$ cat src/rtl/disp_irq_pkg.sv
package disp_irq_pkg;

    localparam int REG_W = 32;

    typedef enum logic [2:0] {
        SEL_CTRL   = 3'd0,
        SEL_CHMASK = 3'd1,
        SEL_STAT0  = 3'd2,
        SEL_STAT1  = 3'd3,
        SEL_IRQID  = 3'd4
    } reg_sel_e;

    // primary status bit positions
    localparam int S0_LAST   = 0;
    localparam int S0_SOF0   = 1;
    localparam int S0_BERR   = 2;
    localparam int S0_UND0   = 4;
    localparam int S0_UND1   = 5;
    localparam int S0_OUND   = 6;
    localparam int S0_QDIS   = 7;
    localparam int S0_EOF0   = 8;
    localparam int S0_BR0    = 9;
    localparam int S0_SEC    = 10;
    localparam int S0_RDST   = 11;
    localparam int S0_CMD    = 12;
    localparam int S0_BCH_LO = 28;
    localparam int BCH_W     = 3;

    // control mask bit positions
    localparam int C_EN      = 0;
    localparam int C_M_LAST  = 3;
    localparam int C_M_SOF0  = 4;
    localparam int C_M_UND0  = 5;
    localparam int C_M_EOF0  = 6;
    localparam int C_M_QDIS  = 11;
    localparam int C_M_BR0   = 20;
    localparam int C_M_OUND  = 21;
    localparam int C_M_RDST  = 23;
    localparam int C_M_CMD   = 24;
    localparam int CM_M_UND1 = 24;

    // per-channel field offsets in channel status / mask
    localparam int CH_SOF_OFS = -1;
    localparam int CH_EOF_OFS = 7;
    localparam int CH_BR_OFS  = 15;
    localparam int CH_UND_OFS = 23;

    localparam logic [REG_W-1:0] CTRL_KEEP   = 32'h07ff_ffff;
    localparam logic [REG_W-1:0] CHMASK_KEEP = 32'h3f3f_3f3f;
    localparam logic [REG_W-1:0] ST0_CLR     = 32'h0000_0fff;
    localparam logic [REG_W-1:0] ST1_CLR     = 32'h003e_3f3f;

endpackage

$ cat src/rtl/disp_irq_level.sv
module disp_irq_level
    import disp_irq_pkg::*;
(
    input  logic [REG_W-1:0] ctrl,
    input  logic [REG_W-1:0] chmask,
    input  logic [REG_W-1:0] stat0,
    input  logic [REG_W-1:0] stat1,
    output logic             level
);
    logic p0_hit;
    logic p1_hit;

    always_comb begin
        p0_hit = (stat0[S0_LAST] & ~ctrl[C_M_LAST])
               | (stat0[S0_SOF0] & ~ctrl[C_M_SOF0])
               | (stat0[S0_UND0] & ~ctrl[C_M_UND0])
               | (stat0[S0_UND1] & ~chmask[CM_M_UND1])
               | (stat0[S0_OUND] & ~ctrl[C_M_OUND])
               | (stat0[S0_QDIS] & ~ctrl[C_M_QDIS])
               | (stat0[S0_EOF0] & ~ctrl[C_M_EOF0])
               | (stat0[S0_BR0]  & ~ctrl[C_M_BR0])
               | (stat0[S0_RDST] & ~ctrl[C_M_RDST])
               | (stat0[S0_CMD]  & ~ctrl[C_M_CMD]);
        p1_hit = |(stat1 & ~chmask);
        level  = p0_hit | p1_hit;
    end
endmodule

$ cat src/rtl/disp_irq_idsel.sv
module disp_irq_idsel
    import disp_irq_pkg::*;
#(
    parameter int NUM_CH = 7,
    parameter int ID_W   = 32,
    parameter int CH_W   = 3
) (
    input  logic [REG_W-1:0]       ctrl,
    input  logic [REG_W-1:0]       chmask,
    input  logic [NUM_CH-1:0]      sof,
    input  logic [NUM_CH-1:0]      eof,
    input  logic [NUM_CH-1:0]      branch,
    input  logic                   ber,
    input  logic [CH_W-1:0]        ber_ch,
    input  logic [NUM_CH*ID_W-1:0] frame_ids,
    output logic                   hit,
    output logic [ID_W-1:0]        hit_id
);
    logic [NUM_CH-1:0] cand;

    for (genvar c = 0; c < NUM_CH; c++) begin : g_cand
        logic ber_here;
        assign ber_here = ber && (ber_ch == CH_W'(c));
        if (c == 0) begin : g_prim
            assign cand[c] = (sof[c]    & ~ctrl[C_M_SOF0])
                           | (eof[c]    & ~ctrl[C_M_EOF0])
                           | (branch[c] & ~ctrl[C_M_BR0])
                           | ber_here;
        end else begin : g_chan
            assign cand[c] = (sof[c]    & ~chmask[c + CH_SOF_OFS])
                           | (eof[c]    & ~chmask[c + CH_EOF_OFS])
                           | (branch[c] & ~chmask[c + CH_BR_OFS])
                           | ber_here;
        end
    end

    // lowest channel wins: scan downwards so the last hit is the lowest
    always_comb begin
        hit    = 1'b0;
        hit_id = '0;
        for (int i = NUM_CH - 1; i >= 0; i--) begin
            if (cand[i]) begin
                hit    = 1'b1;
                hit_id = frame_ids[i*ID_W +: ID_W];
            end
        end
    end
endmodule

$ cat src/rtl/disp_irq_agg.sv
module disp_irq_agg
    import disp_irq_pkg::*;
#(
    parameter int NUM_CH = 7,
    parameter int ID_W   = 32,
    parameter int CH_W   = $clog2(NUM_CH)
) (
    input  logic                   clk,
    input  logic                   rst_n,
    input  logic                   bus_we,
    input  logic [2:0]             bus_addr,
    input  logic [REG_W-1:0]       bus_wdata,
    output logic [REG_W-1:0]       bus_rdata,
    input  logic [NUM_CH-1:0]      ev_sof,
    input  logic [NUM_CH-1:0]      ev_eof,
    input  logic [NUM_CH-1:0]      ev_branch,
    input  logic [NUM_CH-1:0]      ev_underrun,
    input  logic                   ev_ber,
    input  logic [CH_W-1:0]        ev_ber_ch,
    input  logic                   ev_last_done,
    input  logic                   ev_out_underrun,
    input  logic                   ev_read_status,
    input  logic                   ev_cmd_done,
    input  logic [NUM_CH*ID_W-1:0] frame_ids,
    output logic                   irq
);
    typedef struct packed {
        logic [REG_W-1:0] ctrl;
        logic [REG_W-1:0] chmask;
        logic [REG_W-1:0] stat0;
        logic [REG_W-1:0] stat1;
        logic [ID_W-1:0]  irqid;
        logic             irq;
    } state_t;

    state_t s_d, s_q;

    logic            level;
    logic            id_hit;
    logic [ID_W-1:0] id_val;
    logic            wr_ctrl, wr_chmask, wr_st0, wr_st1;

    assign wr_ctrl   = bus_we && (bus_addr == SEL_CTRL);
    assign wr_chmask = bus_we && (bus_addr == SEL_CHMASK);
    assign wr_st0    = bus_we && (bus_addr == SEL_STAT0);
    assign wr_st1    = bus_we && (bus_addr == SEL_STAT1);

    disp_irq_level u_level (
        .ctrl   (s_q.ctrl),
        .chmask (s_q.chmask),
        .stat0  (s_q.stat0),
        .stat1  (s_q.stat1),
        .level  (level)
    );

    disp_irq_idsel #(
        .NUM_CH (NUM_CH),
        .ID_W   (ID_W),
        .CH_W   (CH_W)
    ) u_idsel (
        .ctrl      (s_q.ctrl),
        .chmask    (s_q.chmask),
        .sof       (ev_sof),
        .eof       (ev_eof),
        .branch    (ev_branch),
        .ber       (ev_ber),
        .ber_ch    (ev_ber_ch),
        .frame_ids (frame_ids),
        .hit       (id_hit),
        .hit_id    (id_val)
    );

    always_comb begin
        s_d = s_q;

        // software writes first, so same-cycle events win
        if (wr_ctrl) begin
            if (s_q.ctrl[C_EN] && !bus_wdata[C_EN])
                s_d.stat0[S0_QDIS] = 1'b1;
            s_d.ctrl = bus_wdata & CTRL_KEEP;
        end
        if (wr_chmask)
            s_d.chmask = bus_wdata & CHMASK_KEEP;
        if (wr_st0) begin
            s_d.stat0 = s_d.stat0 & ~(bus_wdata & ST0_CLR);
            if (bus_wdata[S0_BERR])
                s_d.stat0[S0_BCH_LO +: BCH_W] = '0;
        end
        if (wr_st1)
            s_d.stat1 = s_d.stat1 & ~(bus_wdata & ST1_CLR);

        // channel 0 events
        if (ev_sof[0])         s_d.stat0[S0_SOF0] = 1'b1;
        if (ev_eof[0])         s_d.stat0[S0_EOF0] = 1'b1;
        if (ev_branch[0])      s_d.stat0[S0_BR0]  = 1'b1;
        if (ev_underrun[0])    s_d.stat0[S0_UND0] = 1'b1;
        if (NUM_CH > 1 && ev_underrun[NUM_CH > 1 ? 1 : 0])
            s_d.stat0[S0_UND1] = 1'b1;

        // channels 1 and up
        for (int i = 1; i < NUM_CH; i++) begin
            if (ev_sof[i])    s_d.stat1[i + CH_SOF_OFS] = 1'b1;
            if (ev_eof[i])    s_d.stat1[i + CH_EOF_OFS] = 1'b1;
            if (ev_branch[i]) s_d.stat1[i + CH_BR_OFS]  = 1'b1;
        end
        for (int i = 2; i < NUM_CH; i++) begin
            if (ev_underrun[i]) s_d.stat1[i + CH_UND_OFS] = 1'b1;
        end

        // controller-wide events
        if (ev_last_done)    s_d.stat0[S0_LAST] = 1'b1;
        if (ev_out_underrun) s_d.stat0[S0_OUND] = 1'b1;
        if (ev_cmd_done)     s_d.stat0[S0_CMD]  = 1'b1;
        if (ev_read_status) begin
            s_d.stat0[S0_RDST] = 1'b1;
            if (s_q.irq && !s_q.ctrl[C_M_RDST])
                s_d.stat0[S0_SEC] = 1'b1;
        end
        if (ev_ber) begin
            s_d.stat0[S0_BERR] = 1'b1;
            s_d.stat0[S0_BCH_LO +: BCH_W] =
                s_d.stat0[S0_BCH_LO +: BCH_W] | BCH_W'(ev_ber_ch);
        end

        // ID capture or secondary flag
        if (id_hit) begin
            if (s_q.irq) s_d.stat0[S0_SEC] = 1'b1;
            else         s_d.irqid         = id_val;
        end

        s_d.irq = level;
    end

    always_ff @(posedge clk) begin
        if (!rst_n) s_q <= '0;
        else        s_q <= s_d;
    end

    always_comb begin
        unique case (bus_addr)
            SEL_CTRL:   bus_rdata = s_q.ctrl;
            SEL_CHMASK: bus_rdata = s_q.chmask;
            SEL_STAT0:  bus_rdata = s_q.stat0;
            SEL_STAT1:  bus_rdata = s_q.stat1;
            SEL_IRQID:  bus_rdata = REG_W'(s_q.irqid);
            default:    bus_rdata = '0;
        endcase
    end

    assign irq = s_q.irq;

    // assertions
    logic [REG_W-1:0] stat0_q, stat1_q;
    logic [ID_W-1:0]  irqid_q;
    assign stat0_q = s_q.stat0;
    assign stat1_q = s_q.stat1;
    assign irqid_q = s_q.irqid;

    AST_QDIS_ON_FALL: assert property (@(posedge clk) disable iff (!rst_n)
        (wr_ctrl && s_q.ctrl[C_EN] && !bus_wdata[C_EN]) |=> stat0_q[S0_QDIS]);

    AST_BERR_CHAN: assert property (@(posedge clk) disable iff (!rst_n)
        ev_ber |=> (stat0_q[S0_BERR] &&
        ((stat0_q[S0_BCH_LO +: BCH_W] & BCH_W'($past(ev_ber_ch))) == BCH_W'($past(ev_ber_ch)))));

    AST_ID_WHEN_LOW: assert property (@(posedge clk) disable iff (!rst_n)
        !$stable(irqid_q) |-> !$past(irq));

    AST_SEC_WHEN_HIGH: assert property (@(posedge clk) disable iff (!rst_n)
        $rose(stat0_q[S0_SEC]) |-> $past(irq));

    AST_ST1_STICKY: assert property (@(posedge clk) disable iff (!rst_n)
        !$past(wr_st1) |-> (($past(stat1_q) & ~stat1_q) == '0));

    AST_IRQ_QUIET: assert property (@(posedge clk) disable iff (!rst_n)
        (stat0_q == '0 && stat1_q == '0) |=> !irq);
endmodule

$ cat config.mk
export PLATFORM = sky130hd
export DESIGN_NAME = disp_irq_agg
export DESIGN_NICKNAME = d
export VERILOG_FILES = /design/src/rtl/disp_irq_pkg.sv /design/src/rtl/disp_irq_level.sv /design/src/rtl/disp_irq_idsel.sv /design/src/rtl/disp_irq_agg.sv
export SDC_FILE = /design/constraint.sdc
export NUM_CORES = 1
export LEC_CHECK = 0
export CORE_MARGIN = 2
export CORE_UTILIZATION = 40
export DETAILED_ROUTE_END_ITERATION = 7
export PLACE_DENSITY = 0.73
export SLEW_MARGIN = 20
export SYNTH_ARGS = -nofsm -noshare
export SYNTH_HDL_FRONTEND = slang
export SYNTH_HIERARCHICAL = 1
export SYNTH_SLANG_ARGS = --single-unit
$ cat constraint.sdc
create_clock -name clk -period 6.6 [get_ports clk]
set_input_delay 1.98 -clock clk [delete_from_list [all_inputs] [get_ports clk]]
set_output_delay 1.98 -clock clk [all_outputs]
set_load 0.02 [all_outputs]
==> results of run 1 <==
## metrics by stage
step | instance area, sq um | instances | hold WS, ns | worst slack (ns)
finish | 12600 | 1729 | 0.439 | 0.449
global route | 12600 | 1728 | 0.454 | 0.406
CTS | 12600 | 1722 | 0.433 | 0.457
detailed placement | 12100 | 1690 | 0.425 | 0.463
global placement | 12100 | 1690 | 0.418 | 0.471
floorplan | 8730 | 1166 | 0.412 | 1.58
## metal layers
layer | track usage | vias to the layer above | wire length, um
li1 | - | 4795 | -
met2 | 0.496 | 531 | 17100
met1 | 0.391 | 4766 | 15100
met4 | 0.169 | 0 | 1760
met3 | 0.0608 | 82 | 3340
met5 | 0 | - | 0
## area by class of cell
| cell class | count | share of cell area |
|---|---|---|
| repair buffers | 356 | 0.276 |
| flip-flops and latches | 123 | 0.195 |
| well taps | 275 | 0.0273 |
| multi-input cells | 885 | 0.443 |
| inverters | 51 | 0.0152 |
| diodes | 7 | 0.00139 |
| clock buffers | 20 | 0.0362 |
| clock inverters | 12 | 0.00595 |
## power breakdown
group          total, mW  switching [mW]  internal (mW)
Clock              0.832           0.339          0.493
Combinational      0.517           0.252          0.265
Sequential         0.811          0.0312          0.780
## tightest hold or removal path, delay by kind of cell, from the launching register on
kind / cells / cell delay (ns)
DFF: 1 / 0.31
AOI/OAI and AO/OA: 1 / 0.03
and+or+nand+nor: 1 / 0.05
## sequential cells by signal, summed over array words and instances, names as in the netlist
| name | count |
|---|---|
| stat1_q | 23 |
| irqid_q | 32 |
| s_q | 51 |
| stat0_q | 16 |
| irq | 1 |
## cells in the final DEF, fill, tap and decap left out, types with 22 or more instances in the layout
cell type / Yosys / layout
a21oi_1: 96 / 96
a221oi_2: 30 / 30
a22oi_1: 34 / 34
a31oi_1: 27 / 27
buf_4: 5 / 29
clkdlybuf4s50_1: 0 / 325
dfxtp_1: 123 / 123
inv_1: 50 / 50
mux2i_1: 37 / 37
nand2_1: 227 / 227
nand2b_1: 36 / 36
nand3_1: 26 / 25
nor2_1: 22 / 22
o21ai_0: 85 / 85
o221ai_1: 32 / 32
or3_1: 32 / 32
or4b_1: 31 / 30
## worst paths after layout
check	from	to	slack [ns]	cells after the start
worst max-delay path	bus_addr[2]	bus_rdata[5]	0.45	5
worst min-delay path	stat0_q[3]	stat0_q[3]	0.44	2
worst max register to register	s_q[149]	irqid_q[18]	3.34	9
worst min register to register	stat0_q[3]	stat0_q[3]	0.44	2
## cell families (layout without fill, tap and decap cells)
group	after synthesis	count (layout)	synth area share
compound gates	396	396	0.323
buf+inv	158	439	0.0808
flops	123	123	0.284
mux	40	40	0.0479
other cells	1	24	0.000433
simple gates	432	432	0.263
==> key figures, run 1 <==
GRT
  – GRT Overall Usage: 0.310
  – Number of antenna violations at the first check in global routing: 7
  – First-pass GRT wire length: 54.1 mm
  – Vias in the first global route: 9396
  – Pin count of the biggest net entering global routing: 79
  – Global route overflow: 0

Cells and area
  – Multi-input logic area: 5600 sq um
  – Sequential cell area: 2460 sq um
  – Fraction of layout cells with a size suffix above 1: 0.0947
  – Fill cells: 1936
  – Fin util: 0.597
  – Layout area overhead: 45.6%
  – Fin nets: 1732

Min path
  – HP Class: flop to flop

Detailed routing
  – Number of DRC markers in iteration 0: 647
  – DR DRC count: 0
  – TritonRoute pass-1 iters: 5
  – Vias post-DR: 10174
  – DR WL/cell: 21.5 um
  – Vias per std cell: 5.88
  – Final WL: 37.2 mm
  – Detail Route Antenna Nets: 0

CTS
  – CTS clock-pin slew for the worst setup and hold paths: 0.05 ns
  – Post-CTS setup buffer count: 0
  – Sink Count: 123
  – Root Buffer: clkbuf_16
  – Inserted Clock Buffers: 17
  – H-tree depth: 4
  – Cts hold-fix bufs: 0
  – CTS tree: yes
  – Worst-Skew Late Latency: 0.42 ns
  – Post-CTS sizing: 0
  – Clk buf depth: 2

Yosys
  – Sequential fraction of the synthesis area: 0.284
  – Ys async rst share: 0
  – Post-synth top area cell: dfxtp_1
  – Count leader, synth: nand2_1
  – Netlist Area Pre-Place: 8670 sq um
  – Yosys reg bits: 123
  – Post-synth top area share: 0.284
  – Synth cell types: 61
  – Number of flops mapped to enable cells by yosys: 0
  – Gate Count Post-Synth: 1150
  – Most frequent cells after synthesis: nand2_1 (227), dfxtp_1 (123), a21oi_1 (96)
  – Avg Inst Size Synth: 7.54 sq um
  – Synth warn: 6
  – Most used DFF post-synth: dfxtp_1
  – Most area-consuming cells after synthesis: dfxtp_1 (28%), nand2_1 (9.8%), a21oi_1 (5.5%)

Run
  – Max-cap viol count: 0

Timing
  – Max-slew violations: 0
  – Clk_skew: 0.00699 ns
  – Final setup fails: 0
  – Worst-margin pin slew: 1.06 ns
  – Fmax: 163 MHz
  – Hold violation count in the final report: 0
  – Max-Slew Margin vs Limit: 0.294
  – TNS Setup: 0 ns
  – Crit path time final: 6.15 ns
  – Unrepaired setup endpoints after global routing: false
  – Tcrit/Tclk final: 0.932

Critical path
  – Startpoint Class: input port
  – Critical path arrival: 4.17 ns
  – Most used cell, CP: clkdlybuf4s50_1
  – Top delay family on crit path: buffers and inverters
  – Crit path kind: input port to output port
  – CP Cell Sequence: clkdlybuf4s50_1, or2_2, o22ai_1, a21o_1, clkdlybuf4s50_1
  – Peak fanout along the critical path: 10
  – Worst EP required: 4.62 ns
  – Max incr delay on CP: 0.61 ns
  – Buffers and inverters on the worst path: 2
  – CP max-delay cell: clkdlybuf4s50_1
  – Worst setup EP type: output port

Floorplan
  – # rows: 53
  – DIE HEIGHT: 151 um
  – Die width: 151 um
  – Total die area: 22900 sq um
  – I/O pin total: 331
  – Initial core utilization: 0.410
  – Core box area: 21200 sq um

Pwr
  – Final Power: 2.16 mW
  – Pleak: 4.68 nW
  – Max VDD drop: 0.152 mV
  – PwrDens: 171 nW/um^2

Place
  – Placer Congestion: 0.883
  – Hpwl dp: 27.3 mm
  – Input/output buffers: 328

Status
  – Outcome: finished clean
Power figures use the tool's default switching activity.
==> inputs of run 2 (changes only) <==
--- a/config.mk
+++ b/config.mk
@@ -8,7 +8,7 @@
 export CORE_MARGIN = 2
 export CORE_UTILIZATION = 40
 export DETAILED_ROUTE_END_ITERATION = 7
-export PLACE_DENSITY = 0.73
+export PLACE_DENSITY = 0.71
 export SLEW_MARGIN = 20
 export SYNTH_ARGS = -nofsm -noshare
 export SYNTH_HDL_FRONTEND = slang
==> run 2 against run 1 <==
  * Final area rose by 0.52%
  * First-iteration DRC count rose by 19%
  * Highest routed layer is now met5
  * Core utilization rose by 0.31 points
  * Count of clock-buffer cells in the layout rose by 2
==> key figures, run 2 (synthesis results as in run 1) <==
Critical path
  – Critical path arrival: 4.25 ns (was 4.17 ns)
  – Max incr delay on CP: 0.66 ns (was 0.61 ns)
  – Peak fanout along the critical path: 9 (was 10)
  – Worst r2r path cells: 7 (was 9)
  – CP Cell Sequence: clkdlybuf4s50_1, buf_4, or2_2, o211ai_1, clkdlybuf4s50_1 (was clkdlybuf4s50_1, or2_2, o22ai_1, a21o_1, clkdlybuf4s50_1)
  – Most used cell, CP: clkdlybuf4s50_1 (unchanged)
  – Startpoint Class: input port (unchanged)
  – Worst setup EP type: output port (unchanged)
  – Crit path kind: input port to output port (unchanged)
  – Reg2reg end: irqid_q[11] (was irqid_q[18])
  – Reg-to-reg startpoint: s_q[149] (unchanged)
  – Worst EP required: 4.62 ns (about the same)
  – Setup slack, reg-to-reg: 3.21 ns (was 3.34 ns)
  – Worst setup path start: bus_addr[2] (unchanged)
  – CP max-delay cell: clkdlybuf4s50_1 (unchanged)

Place
  – Placed Instance Area: 12100 sq um (about the same)
  – Input/output buffers: 328 (unchanged)
  – Hpwl dp: 27.5 mm (was 27.3 mm)
  – Placer Congestion: 0.870 (was 0.883)

Cells and area
  – Biggest register: s_q (unchanged)
  – Fin nets: 1737 (was 1732)
  – Fraction of layout cells with a size suffix above 1: 0.0945 (was 0.0947)
  – Layout area overhead: 46.4% (was 45.6%)
  – Most common cell after layout, fill and taps aside: clkdlybuf4s50_1 (unchanged)
  – Number of flip-flops in the largest register: 51 (unchanged)
  – Final instance area: 12700 sq um (was 12600 sq um)
  – Most frequent cells in the layout: clkdlybuf4s50_1 (326), nand2_1 (227), dfxtp_1 (123) (was clkdlybuf4s50_1 (325), nand2_1 (227), dfxtp_1 (123))

Timing
  – TNS Setup: 0 ns (unchanged)
  – Clk_skew: 0.00513 ns (was 0.00699 ns)
  – Final setup fails: 0 (unchanged)
  – Max-Slew Margin vs Limit: 0.252 (was 0.294)
  – Fmax: 161 MHz (was 163 MHz)
  – Max-slew violations: 0 (unchanged)
  – Tcrit/Tclk final: 0.943 (was 0.932)
  – Crit path time final: 6.23 ns (was 6.15 ns)
  – Hold violation count in the final report: 0 (unchanged)
  – Unrepaired setup endpoints after global routing: false (unchanged)
  – Worst-margin pin slew: 1.12 ns (was 1.06 ns)

CTS
  – CTS clock-pin slew for the worst setup and hold paths: 0.05 ns (about the same)
  – Post-CTS sizing: 0 (unchanged)
  – Inserted Clock Buffers: 17 (unchanged)
  – Post-CTS setup buffer count: 0 (unchanged)
  – Cts hold-fix bufs: 0 (unchanged)
  – Clk buf depth: 2 (unchanged)
  – Worst-Skew Late Latency: 0.42 ns (about the same)
  – CTS tree: yes (unchanged)
  – Root Buffer: clkbuf_16 (unchanged)
  – Sink Count: 123 (unchanged)
  – H-tree depth: 4 (unchanged)

Floorplan
  – Core box area: 21200 sq um (unchanged)
  – DIE HEIGHT: 151 um (unchanged)
  – # rows: 53 (unchanged)
  – Die width: 151 um (unchanged)
  – I/O pin total: 331 (unchanged)
  – Initial core utilization: 0.410 (unchanged)
  – Total die area: 22900 sq um (unchanged)

Pwr
  – Max VDD drop: 0.150 mV (was 0.152 mV)
  – PwrDens: 175 nW/um^2 (was 171 nW/um^2)
  – Pleak: 4.72 nW (was 4.68 nW)

GRT
  – Number of antenna violations at the first check in global routing: 10 (was 7)
  – GRT busiest layer: met2 (unchanged)
  – Met1 usage: 0.396 (was 0.391)
  – Met3 Resource Use GR: 0.0672 (was 0.0608)
  – First-pass GRT wire length: 53.9 mm (was 54.1 mm)
  – Vias in the first global route: 9231 (was 9396)
  – GRT Overall Usage: 0.310 (about the same)
  – Met2 global-route usage: 0.499 (was 0.496)
  – Pin count of the biggest net entering global routing: 79 (unchanged)
  – Global route overflow: 0 (unchanged)

Min path
  – Hold Crit Depth: 2 (unchanged)
  – Hold Path End: stat0_q[3] (unchanged)
  – Hold Path Origin: stat0_q[3] (unchanged)
  – HP Class: flop to flop (unchanged)

Detailed routing
  – DR WL/cell: 21.6 um (was 21.5 um)
  – Vias post-DR: 10179 (was 10174)
  – TritonRoute pass-1 iters: 5 (unchanged)
  – DR DRC count: 0 (unchanged)
  – Final WL: 37.4 mm (was 37.2 mm)
  – Number of DRC markers in iteration 0: 769 (was 647)
  – Detail Route Antenna Nets: 0 (unchanged)
  – Vias per std cell: 5.87 (was 5.88)

Run
  – Max-cap viol count: 0 (unchanged)

Status
  – Outcome: finished clean (unchanged)
[run 2: changes by cell type in the layout (fill, tap and decap cells not counted), moves of 2 or more]
cell,previous run,this run
buf_4,29,33
clkinv_2,6,4
bufinv_16,0,2
clkbuf_1,1,3
clkinvlp_4,6,2
[run 2: layer usage]
layer  up-vias  share of wire
met5         -        0.00072
met3        83          0.087
met2       491           0.47
met4         4          0.036
met1      4805           0.41
li1       4796              -
[run 2: worst max-delay path, delay by kind of cell]
family / cells / cell delay, ns
AO/OA/AOI/OAI: 1 / 0.30
buffers and inverters: 3 / 1.54
AND/OR/NAND/NOR: 1 / 0.40
[run 2: metrics by stage]
step                      hold slack, ns  utilization  total power [mW]  std cells  worst slack, ns
after floorplan                    0.412            -              1.04       1166             1.58
after global placement             0.430        0.572              1.33       1695            0.428
after detailed placement           0.431        0.572              1.34       1695            0.410
after CTS                          0.440        0.599              2.23       1725            0.407
after global routing               0.469        0.600              2.30       1733            0.309
final                              0.440        0.600              2.22       1733            0.375
[run 2: final cells by class]
cell class,instances,area [sq um]
fill,1943,8460
multi-input combinational,885,5590
clock inverter,8,95.1
antenna,8,20.0
sequential,123,2460
timing repair buffer,361,3520
inverter,51,191
tap,275,344
clock buffer,22,464
[run 2: where the power goes]
| group | total [mW] | internal, mW | switching, mW |
|---|---|---|---|
| Sequential | 0.809 | 0.780 | 0.0296 |
| Combinational | 0.521 | 0.267 | 0.254 |
| Clock | 0.894 | 0.568 | 0.326 |
[run 2: worst max-delay path by stage]
stage	endpoint	slack [ns]	depth (start not counted)
6_report	bus_rdata[19]	0.37	5
5_1_grt	bus_rdata[5]	0.31	5
4_1_cts	bus_rdata[5]	0.41	5
3_5_place_dp	bus_rdata[5]	0.41	5
3_3_place_gp	bus_rdata[19]	0.43	5
2_1_floorplan	bus_rdata[29]	1.58	4
==> inputs of run 3 (changes only) <==
--- a/config.mk
+++ b/config.mk
@@ -5,6 +5,7 @@
 export SDC_FILE = /design/constraint.sdc
 export NUM_CORES = 1
 export LEC_CHECK = 0
+export CAP_MARGIN = 20
 export CORE_MARGIN = 2
 export CORE_UTILIZATION = 40
 export DETAILED_ROUTE_END_ITERATION = 7
==> results of run 3 <==
The final DEF is identical to that of run 2; final timing and power are the same.
